===== src/rtl/adder_energy_pkg.sv =====
// Shared sizing helpers for the switching-energy adder.
// Assumes all constants are unsigned and small enough for 32-bit math.
package adder_energy_pkg;

    // Bits needed to hold any value 0..v.
    function automatic int unsigned bits_for(input int unsigned v);
        return (v < 1) ? 1 : $clog2(v + 1);
    endfunction

    // Largest energy one operation can be charged.
    function automatic int unsigned energy_ceiling(
        input int unsigned width, input int unsigned vsq,
        input int unsigned cin, input int unsigned cout);
        return vsq * (cin * 2 * width + cout * (width + 1));
    endfunction

endpackage


===== src/rtl/rise_counter.sv =====
// Counts bit positions going 0 -> 1 between two words using a balanced
// adder tree. Assumes N >= 2. Purely combinational.
module rise_counter #(
    parameter int unsigned N  = 8,
    localparam int unsigned CW = adder_energy_pkg::bits_for(N)
) (
    input  logic [N-1:0]  old_word,
    input  logic [N-1:0]  new_word,
    output logic [CW-1:0] rises
);
    localparam int unsigned LV = $clog2(N);
    localparam int unsigned N2 = 1 << LV;

    logic [N-1:0]  rise_vec;
    logic [CW-1:0] tree [0:LV][0:N2-1];

    // Mark each bit that was low before and is high now.
    assign rise_vec = ~old_word & new_word;

    genvar l, j;
    generate
        for (j = 0; j < N2; j++) begin : g_leaf
            if (j < N) begin : g_bit
                assign tree[0][j] = {{(CW-1){1'b0}}, rise_vec[j]};
            end else begin : g_pad
                assign tree[0][j] = '0;
            end
        end
        for (l = 0; l < LV; l++) begin : g_lvl
            for (j = 0; j < N2; j++) begin : g_node
                if (j < (N2 >> (l + 1))) begin : g_add
                    assign tree[l+1][j] = tree[l][2*j] + tree[l][2*j+1];
                end else begin : g_zero
                    assign tree[l+1][j] = '0;
                end
            end
        end
    endgenerate

    assign rises = tree[LV][0];
endmodule


===== src/rtl/energy_calc.sv =====
// Weighs input and output rise counts by technology constants:
// energy = VDD_SQ * (CAP_IN * n_in + CAP_OUT * n_out). Combinational.
// Assumes EW is wide enough for the worst case (caller derives it).
module energy_calc #(
    parameter int unsigned IN_W    = 5,
    parameter int unsigned OUT_W   = 4,
    parameter int unsigned EW      = 9,
    parameter int unsigned VDD_SQ  = 5,
    parameter int unsigned CAP_IN  = 2,
    parameter int unsigned CAP_OUT = 3
) (
    input  logic [IN_W-1:0]  n_in,
    input  logic [OUT_W-1:0] n_out,
    output logic [EW-1:0]    energy
);
    logic [EW-1:0] weighted;

    // Capacitance-weighted sum of the two transition counts.
    always_comb begin
        weighted = EW'(CAP_IN) * EW'(n_in) + EW'(CAP_OUT) * EW'(n_out);
        energy   = EW'(VDD_SQ) * weighted;
    end
endmodule


===== src/rtl/sat_accum.sv =====
// Running total with saturation at all-ones and a synchronous clear.
// Assumes ACC_W >= EW.
module sat_accum #(
    parameter int unsigned EW    = 9,
    parameter int unsigned ACC_W = 24
) (
    input  logic             clk,
    input  logic             rst_n,
    input  logic             clear,
    input  logic             add_en,
    input  logic [EW-1:0]    addend,
    output logic [ACC_W-1:0] total
);
    logic [ACC_W:0] wide_sum;

    // One extra bit exposes overflow of the addition.
    assign wide_sum = {1'b0, total} + {{(ACC_W+1-EW){1'b0}}, addend};

    // Clear, accumulate, or pin at the ceiling.
    always_ff @(posedge clk) begin
        if (!rst_n || clear)    total <= '0;
        else if (add_en) begin
            if (wide_sum[ACC_W]) total <= '1;
            else                 total <= wide_sum[ACC_W-1:0];
        end
    end

    // The total only ever shrinks through clear.
    assert_monotonic_R8: assert property (@(posedge clk) disable iff (!rst_n)
        !$past(clear) |-> total >= $past(total));
    // A clear leaves a zero total behind.
    assert_clear_zero_R9: assert property (@(posedge clk) disable iff (!rst_n)
        $past(clear) |-> total == '0);
endmodule


===== src/rtl/sw_energy_adder.sv =====
// Adder that charges each strobed operation a dynamic-energy estimate
// from 0->1 transitions on both operands and on the sum (carry included).
// History updates only on strobe; clear beats strobe. Sync active-low reset.
module sw_energy_adder #(
    parameter int unsigned WIDTH   = 8,
    parameter int unsigned VDD_SQ  = 5,
    parameter int unsigned CAP_IN  = 2,
    parameter int unsigned CAP_OUT = 3,
    parameter int unsigned ACC_W   = 24,
    localparam int unsigned SW     = WIDTH + 1,
    localparam int unsigned EMAX   =
        adder_energy_pkg::energy_ceiling(WIDTH, VDD_SQ, CAP_IN, CAP_OUT),
    localparam int unsigned EW     = adder_energy_pkg::bits_for(EMAX)
) (
    input  logic             clk,
    input  logic             rst_n,
    input  logic             op_strobe,
    input  logic             clear,
    input  logic [WIDTH-1:0] opnd_a,
    input  logic [WIDTH-1:0] opnd_b,
    output logic [SW-1:0]    sum_out,
    output logic [EW-1:0]    op_energy,
    output logic             op_energy_valid,
    output logic [ACC_W-1:0] energy_total
);
    localparam int unsigned OPC_W = adder_energy_pkg::bits_for(WIDTH);
    localparam int unsigned INC_W = adder_energy_pkg::bits_for(2 * WIDTH);
    localparam int unsigned OUTC_W = adder_energy_pkg::bits_for(SW);

    logic [WIDTH-1:0]  prev_a, prev_b;
    logic [SW-1:0]     next_sum;
    logic [OPC_W-1:0]  rise_a, rise_b;
    logic [OUTC_W-1:0] rise_s;
    logic [INC_W-1:0]  rise_in;
    logic [EW-1:0]     energy_now;
    logic              take_op;

    // An operation happens on strobe unless clear overrides it.
    assign take_op  = op_strobe && !clear;
    assign next_sum = SW'(opnd_a) + SW'(opnd_b);
    assign rise_in  = INC_W'(rise_a) + INC_W'(rise_b);

    rise_counter #(.N(WIDTH)) u_rise_a (
        .old_word(prev_a), .new_word(opnd_a), .rises(rise_a));
    rise_counter #(.N(WIDTH)) u_rise_b (
        .old_word(prev_b), .new_word(opnd_b), .rises(rise_b));
    rise_counter #(.N(SW)) u_rise_s (
        .old_word(sum_out), .new_word(next_sum), .rises(rise_s));

    energy_calc #(
        .IN_W(INC_W), .OUT_W(OUTC_W), .EW(EW),
        .VDD_SQ(VDD_SQ), .CAP_IN(CAP_IN), .CAP_OUT(CAP_OUT)
    ) u_energy (
        .n_in(rise_in), .n_out(rise_s), .energy(energy_now));

    // History, result and per-operation energy registers.
    always_ff @(posedge clk) begin
        if (!rst_n || clear) begin
            prev_a          <= '0;
            prev_b          <= '0;
            sum_out         <= '0;
            op_energy       <= '0;
            op_energy_valid <= 1'b0;
        end else if (take_op) begin
            prev_a          <= opnd_a;
            prev_b          <= opnd_b;
            sum_out         <= next_sum;
            op_energy       <= energy_now;
            op_energy_valid <= 1'b1;
        end else begin
            op_energy_valid <= 1'b0;
        end
    end

    sat_accum #(.EW(EW), .ACC_W(ACC_W)) u_accum (
        .clk(clk), .rst_n(rst_n), .clear(clear), .add_en(take_op),
        .addend(energy_now), .total(energy_total));

    // A valid pulse only follows an accepted strobe.
    assert_valid_after_strobe_R5: assert property (@(posedge clk) disable iff (!rst_n)
        op_energy_valid |-> $past(op_strobe && !clear));
    // Idle cycles leave result and total untouched.
    assert_idle_hold_R6: assert property (@(posedge clk) disable iff (!rst_n)
        (!op_strobe && !clear) |=> ($stable(sum_out) && $stable(energy_total)
                                    && !op_energy_valid));
    // Per-operation energy never exceeds the analytic ceiling.
    assert_energy_bound_R5: assert property (@(posedge clk) disable iff (!rst_n)
        op_energy <= EW'(EMAX));
    // Total grows by exactly the shown energy unless it saturates.
    assert_accumulate_R7: assert property (@(posedge clk) disable iff (!rst_n)
        (op_energy_valid && energy_total != '1) |->
            energy_total == $past(energy_total) + ACC_W'(op_energy));
endmodule


===== config.mk =====
export PLATFORM = sky130hd
export DESIGN_NAME = sw_energy_adder
export DESIGN_NICKNAME = d
export VERILOG_FILES = /design/src/rtl/adder_energy_pkg.sv /design/src/rtl/rise_counter.sv /design/src/rtl/energy_calc.sv /design/src/rtl/sat_accum.sv /design/src/rtl/sw_energy_adder.sv
export SDC_FILE = /design/constraint.sdc
export NUM_CORES = 1
export LEC_CHECK = 0
export CAP_MARGIN = 20
export CELL_PAD_IN_SITES_DETAIL_PLACEMENT = 0
export CELL_PAD_IN_SITES_GLOBAL_PLACEMENT = 1
export CORE_MARGIN = 3
export CORE_UTILIZATION = 30
export DETAILED_ROUTE_END_ITERATION = 10
export GPL_TIMING_DRIVEN = 1
export HOLD_SLACK_MARGIN = 0.15
export PLACE_DENSITY_LB_ADDON = 0.08
export SYNTH_ARGS = -nofsm -noshare
export SYNTH_HDL_FRONTEND = slang
export SYNTH_SLANG_ARGS = --single-unit
export TNS_END_PERCENT = 5

===== constraint.sdc =====
create_clock -name clk -period 11.3 [get_ports clk]
set_input_delay 2.26 -clock clk [delete_from_list [all_inputs] [get_ports clk]]
set_output_delay 2.26 -clock clk [all_outputs]
set_load 0.01 [all_outputs]

* Word level (Yosys, flattened, before mapping) *
Cells that the tools add are included.
Widths: inputs -> output; s select.

storage, ports and cells
  register bits after elaboration = 59
  input port bits = 20

operators by class
  add/sub/neg operators = 26
  multiply operators = 2
  muxes and demuxes = 2
  bitwise gates (word level) = 6
  reductions and logical operators = 4

operator list
  operator             number
  $add 4x4->4          9
  $add 24x9->25        1
  $add 1x1->2          12
  $mux 24              1
  $and 8x8->8          2
  $not 8->8            2
  $add 8x8->9          1
  $and 9x9->9          1
  $mul 3x9->9 const A  1
  $not 9->9            1
  $add 6x6->7          1
  $mul 2x4->6 const A  1
  $add 4x4->5          1
  $add 4x1->4          1
  $logic_not 1->1      2
  $logic_and 1x1->1    1
  $logic_or 1x1->1     1
  $mux 1               1

* Depth between registers and ports, before layout *
  word-level depth = 11
  gate-level depth with buffers = 37
  depth with buffers taken out = 37

* Modules after synthesis *
A second synthesis with hierarchy kept.

unflattened totals
  cell total of the unflattened synthesis = 490
  area total of the unflattened synthesis = 4339.2 µm²

modules (own cells, without submodules)
  module                        times used  cells each  area each (µm²)  seq. area each (µm²)
  sw_energy_adder               1           190         1796.7           700.7
  sat_accum                     1           174         1410.1           480.5
  energy_calc                   1           45          440.4            0.0
  rise_counter at u_rise_a ...  2           25          214.0            0.0
  rise_counter at u_rise_s      1           31          264.0            0.0

* Worst setup path after synthesis *
Ideal clock, no wire load.

  path type = input -> register
  start = input port opnd_a[0]
  end = register u_accum.total[20]
  arrival = 9890 ps
  slack = 1337 ps
  cell stages on the path = 34
  buffers on the path = 0
  path through = ha_1 > fa_1 > a21o_1 > a21oi_1 > o211ai_1 > xnor2_1 > nor2_1 > ha_1 > fa_1 > fa_1 > ha_1 > inv_1 > fa_1 > inv_1 > fa_1 > ha_1 > inv_1 > fa_1 > xnor2_1 > ha_1 > ha_1 > a21o_1 > a21oi_1 > nor2_1 > a211o_1 > xnor2_1 > inv_1 > ha_1 > a21oi_1 > o211ai_1 > o21ba_2 > and2_1 > and4_1 > nor3_2

between the ends
  word-level cells in the longest chain between the ends = 11
  elaborated cells on any way between the ends = 20

ends and longest elaborated chain
  element                   RTL line               source
  from (decl)               sw_energy_adder.sv:19  input logic [WIDTH-1:0] opnd_a,
  $add 8x8->9               sw_energy_adder.sv:40  assign next_sum = SW'(opnd_a) + SW'(opnd_b);
  $and 9x9->9               rise_counter.sv:18     assign rise_vec = ~old_word & new_word;
  $add 1x1->2               rise_counter.sv:32     assign tree[l+1][j] = tree[l][2*j] + tree[l][2*j+1];
  $add 4x4->4 (2 in a row)  rise_counter.sv:32
  $add 4x1->4               rise_counter.sv:32
  $mul 2x4->6               energy_calc.sv:20      weighted = EW'(CAP_IN) * EW'(n_in) + EW'(CAP_OUT) * EW'(n_out);
  $add 6x6->7 (*)           energy_calc.sv:20
  $mul 3x9->9 (*)           energy_calc.sv:21      energy = EW'(VDD_SQ) * weighted;
  net energy_now[8]         sw_energy_adder.sv:35  logic [EW-1:0] energy_now;
  $add 24x9->25 (*)         sat_accum.sv:17        assign wide_sum = {1'b0, total} + {{(ACC_W+1-EW){1'b0}}, addend};
  $mux 24 (*)               sat_accum.sv:23        if (wide_sum[ACC_W]) total <= '1;
  to (signal assigned)      sat_accum.sv:24        else total <= wide_sum[ACC_W-1:0];
  to (decl)                 sat_accum.sv:12        output logic [ACC_W-1:0] total

The timed path passes the listed nets; every way through them passes the cells marked *.
A chain may end at the register's enable or synchronous reset.

* Final worst setup path *
  start = input port opnd_a[0]
  end = register u_accum.total[17]

Same word-level chain as after synthesis.

==> metrics.md <==
| Metric | Value |
|---|---|
| Setup CP Type | in2reg |
| Average via count per standard cell | 4.670 |
| Worst-Skew Late Latency | 0.34 ns |
| Hold Path Stages | 2 |
| Final Hold Vio Count | 0 |
| Reg2Reg Setup Slack | 3.91 ns |
| Placed cell areas | 4985 µm² |
| GRT Residual Overflow | 0 |
| Ys Warns | 0 |
| First drt pass iteration count | 4 |
| Total GRT Usage | 14.75% |
| Distinct cell type count after synthesis | 44 |
| Rows | 42 |
| CTS tree | done |
| Area grow syn2layout | 28.28% |
| RSZ-0062 raised after global routing | no |
| Hold_sp | prev_a[0] |
| MaxCap Viol Count | 0 |
| Design Area, Final | 5358 µm² |
| Setup TNS | 0 ns |
| Hold buffers post-CTS | 0 |
| Post-synthesis sequential area ratio | 28.28% |
| Hold Crit Endpoint | prev_a[0] |
| Post-synth top area share | 28.28% |
| Required time worst endpoint | 11.54 ns |
| Iter 0 DRT Violations | 141 |
| Max Slew Vio Count | 0 |
| Vias after detailed routing | 3250 |
| CTS Buffer Depth | 2 |
| Clk root buf | clkbuf_16 |
| Antenna cells | 0 |
| Die Span Y | 124.0 µm |
| Final worst-path cycle share | 94.52% |
| R2R cell count | 29 |
| DRC Markers | 0 |
| Status | complete, no violations |
| DP Wirelength | 7.988 mm |
| Critical path arrival | 10.92 ns |
| Post-Syn Area | 4177 µm² |
| Reg clk slew, reported paths | 0.05 ns |
| Crit-path max FO | 6 |
| Htree depth | 3 |
| Async SR Flop Fraction | 0% |
| Vias in the first global route | 3300 |
| Fmax | 93.63 MHz |
| Initial antenna violation count | 0 |
| Avg Cell Area, Syn | 9.281 µm² |
| Crit path time final | 10.68 ns |
| EDFF count, synth | 0 |
| Largest cells by area after synthesis | dfxtp_1 28%, ha_1 16%, fa_1 10% |
| Final nets | 610 |
| I/O Pins | 63 |
| ANT nets after route | 0 |
| DIE AREA | 15370 µm² |
| Largest stage delay on the critical path | 0.59 ns |
| Synthesized Nets | 545 |
| Global-route wire length before repair | 17.32 mm |
| Final WL | 10.32 mm |
| Routed len/inst | 14.83 µm |
| Layout cell share with drive strength beyond 1 | 6.923% |
| Port-buffer cells | 62 |
| Initial Util | 31.05% |
| Synth Flop Type | dfxtp_1 |
| CP startpoint kind | input pin |
| Setup violators final | 0 |
| Reg-to-Reg End | u_accum.total[17] |
| RR Startpoint | prev_b[4] |
| Core box area | 13450 µm² |
| CP max stage cell | fa_1 |
| Hold crit path type | reg2reg |
| Critical path capture point type | flop |
| Synthesis-stage register bit count | 59 |
| Die Wd | 124.0 µm |
| Synth Instances | 450 |
| Largest net degree at the start of global routing | 50 |
| TritonCTS buffer count | 9 |
| Setup Skew | 0.004707 ns |
| Slew headroom | 32.37% |
| Routability Congestion | 0.7523 |
| Clk sink count | 59 |
| Top cell type by total area after synthesis | dfxtp_1 |
| Slew @ Worst Pin | 1.014 ns |
==> metrics by stage <==
stage | util [%] | instances | hold slack [ns] | worst slack, ns
6_report | 39.83 | 696 | 0.4920 | 0.6194
2_1_floorplan | - | 450 | 0.4611 | 1.337
5_1_grt | 39.83 | 696 | 0.5166 | 0.06532
4_1_cts | 39.43 | 695 | 0.5000 | 0.4377
3_5_place_dp | 37.05 | 679 | 0.4870 | 0.1396
3_3_place_gp | 37.05 | 679 | 0.4763 | 0.3262
==> flip-flops by register name, summed over array words and instances, names as in the netlist <==
| name | cells |
|---|---|
| op_energy | 9 |
| prev_a | 8 |
| prev_b | 8 |
| sum_out | 9 |
| u_accum.total | 24 |
| op_energy_valid | 1 |
==> cell families after synthesis <==
family,after synthesis,share of synthesized area (%)
flip-flops,59,28.28
XOR/XNOR,23,4.823
AO/OA/AOI/OAI,92,14.71
buffers and inverters,51,4.673
adder cells (fa/ha/maj),75,26.24
multiplexers,27,6.471
AND/OR/NAND/NOR,123,14.80
==> how the worst max path moves through the flow <==
stage	start	depth (start not counted)	end
detailed placement	opnd_a[0]	35	u_accum.total[20]
finish	opnd_a[0]	34	u_accum.total[17]
global placement	opnd_a[0]	35	u_accum.total[20]
global route	opnd_a[0]	34	u_accum.total[17]
floorplan	opnd_a[0]	34	u_accum.total[20]
CTS	opnd_a[0]	35	u_accum.total[20]
==> cells in the mapped netlist, types with 2 or more instances <==
library cell	count
o211ai_1	5
a211oi_1	7
nor4_1	2
nand2b_1	4
dfxtp_1	59
fa_1	21
buf_2	3
mux2i_1	27
xnor2_1	16
xor2_1	7
a211oi_2	4
nor3_2	2
o21ai_0	16
inv_1	40
and2_1	8
nor2_1	48
a311oi_1	2
a21o_1	10
clkbuf_1	8
ha_1	54
a31oi_1	5
nor2b_1	23
a21oi_1	32
nand2_1	10
nor3_1	11
nand3_1	7
nand4_1	2
==> per-layer routing <==
metal | wire length (µm) | global-route usage, % | vias up
met4 | 218 | 6.571 | 0
met1 | 5307 | 20.94 | 1497
li1 | - | - | 1692
met3 | 365 | 2.770 | 13
met2 | 4428 | 21.73 | 48
met5 | 0 | 0 | -
==> cell type report <==
cell class | instances | area (µm²)
multi-input combinational | 340 | 2848
timing repair buffer | 65 | 638.1
clock buffer | 12 | 246.5
inverter | 40 | 150.1
fill | 1414 | 8095
tap | 176 | 220.2
clock inverter | 4 | 73.82
sequential | 59 | 1181
==> worst max-delay path, delay by kind of cell <==
| kind | cells | cell delay, ns |
|---|---|---|
| adder cells (fa/ha/maj) | 13 | 4.78 |
| AO/OA/AOI/OAI | 9 | 2.14 |
| buffers and inverters | 5 | 0.73 |
| XOR/XNOR | 3 | 0.59 |
| AND/OR/NAND/NOR | 4 | 0.41 |
==> what timing repair did <==
action / CTS / global route
gates resized for setup: 0 / 7
setup buffers: 0 / 1
endpoints found under the setup margin: 0 / 20
==> placed cells by master (no fill, tap or decap), types with 7 or more instances in the layout <==
cell type	n
clkdlybuf4s50_1	61
dfxtp_1	59
ha_1	53
nor2_1	48
inv_1	40
a21oi_1	30
mux2i_1	27
nor2b_1	23
fa_1	21
o21ai_0	16
xnor2_1	15
nor3_1	11
nand2_1	10
a21o_1	10
clkbuf_16	9
and2_1	8
nand3_1	7
a211oi_1	7
xor2_1	7
Power is left out: the tool's default activity adds up to more than one toggle a clock period on the data nets, which glitch-free logic cannot reach.
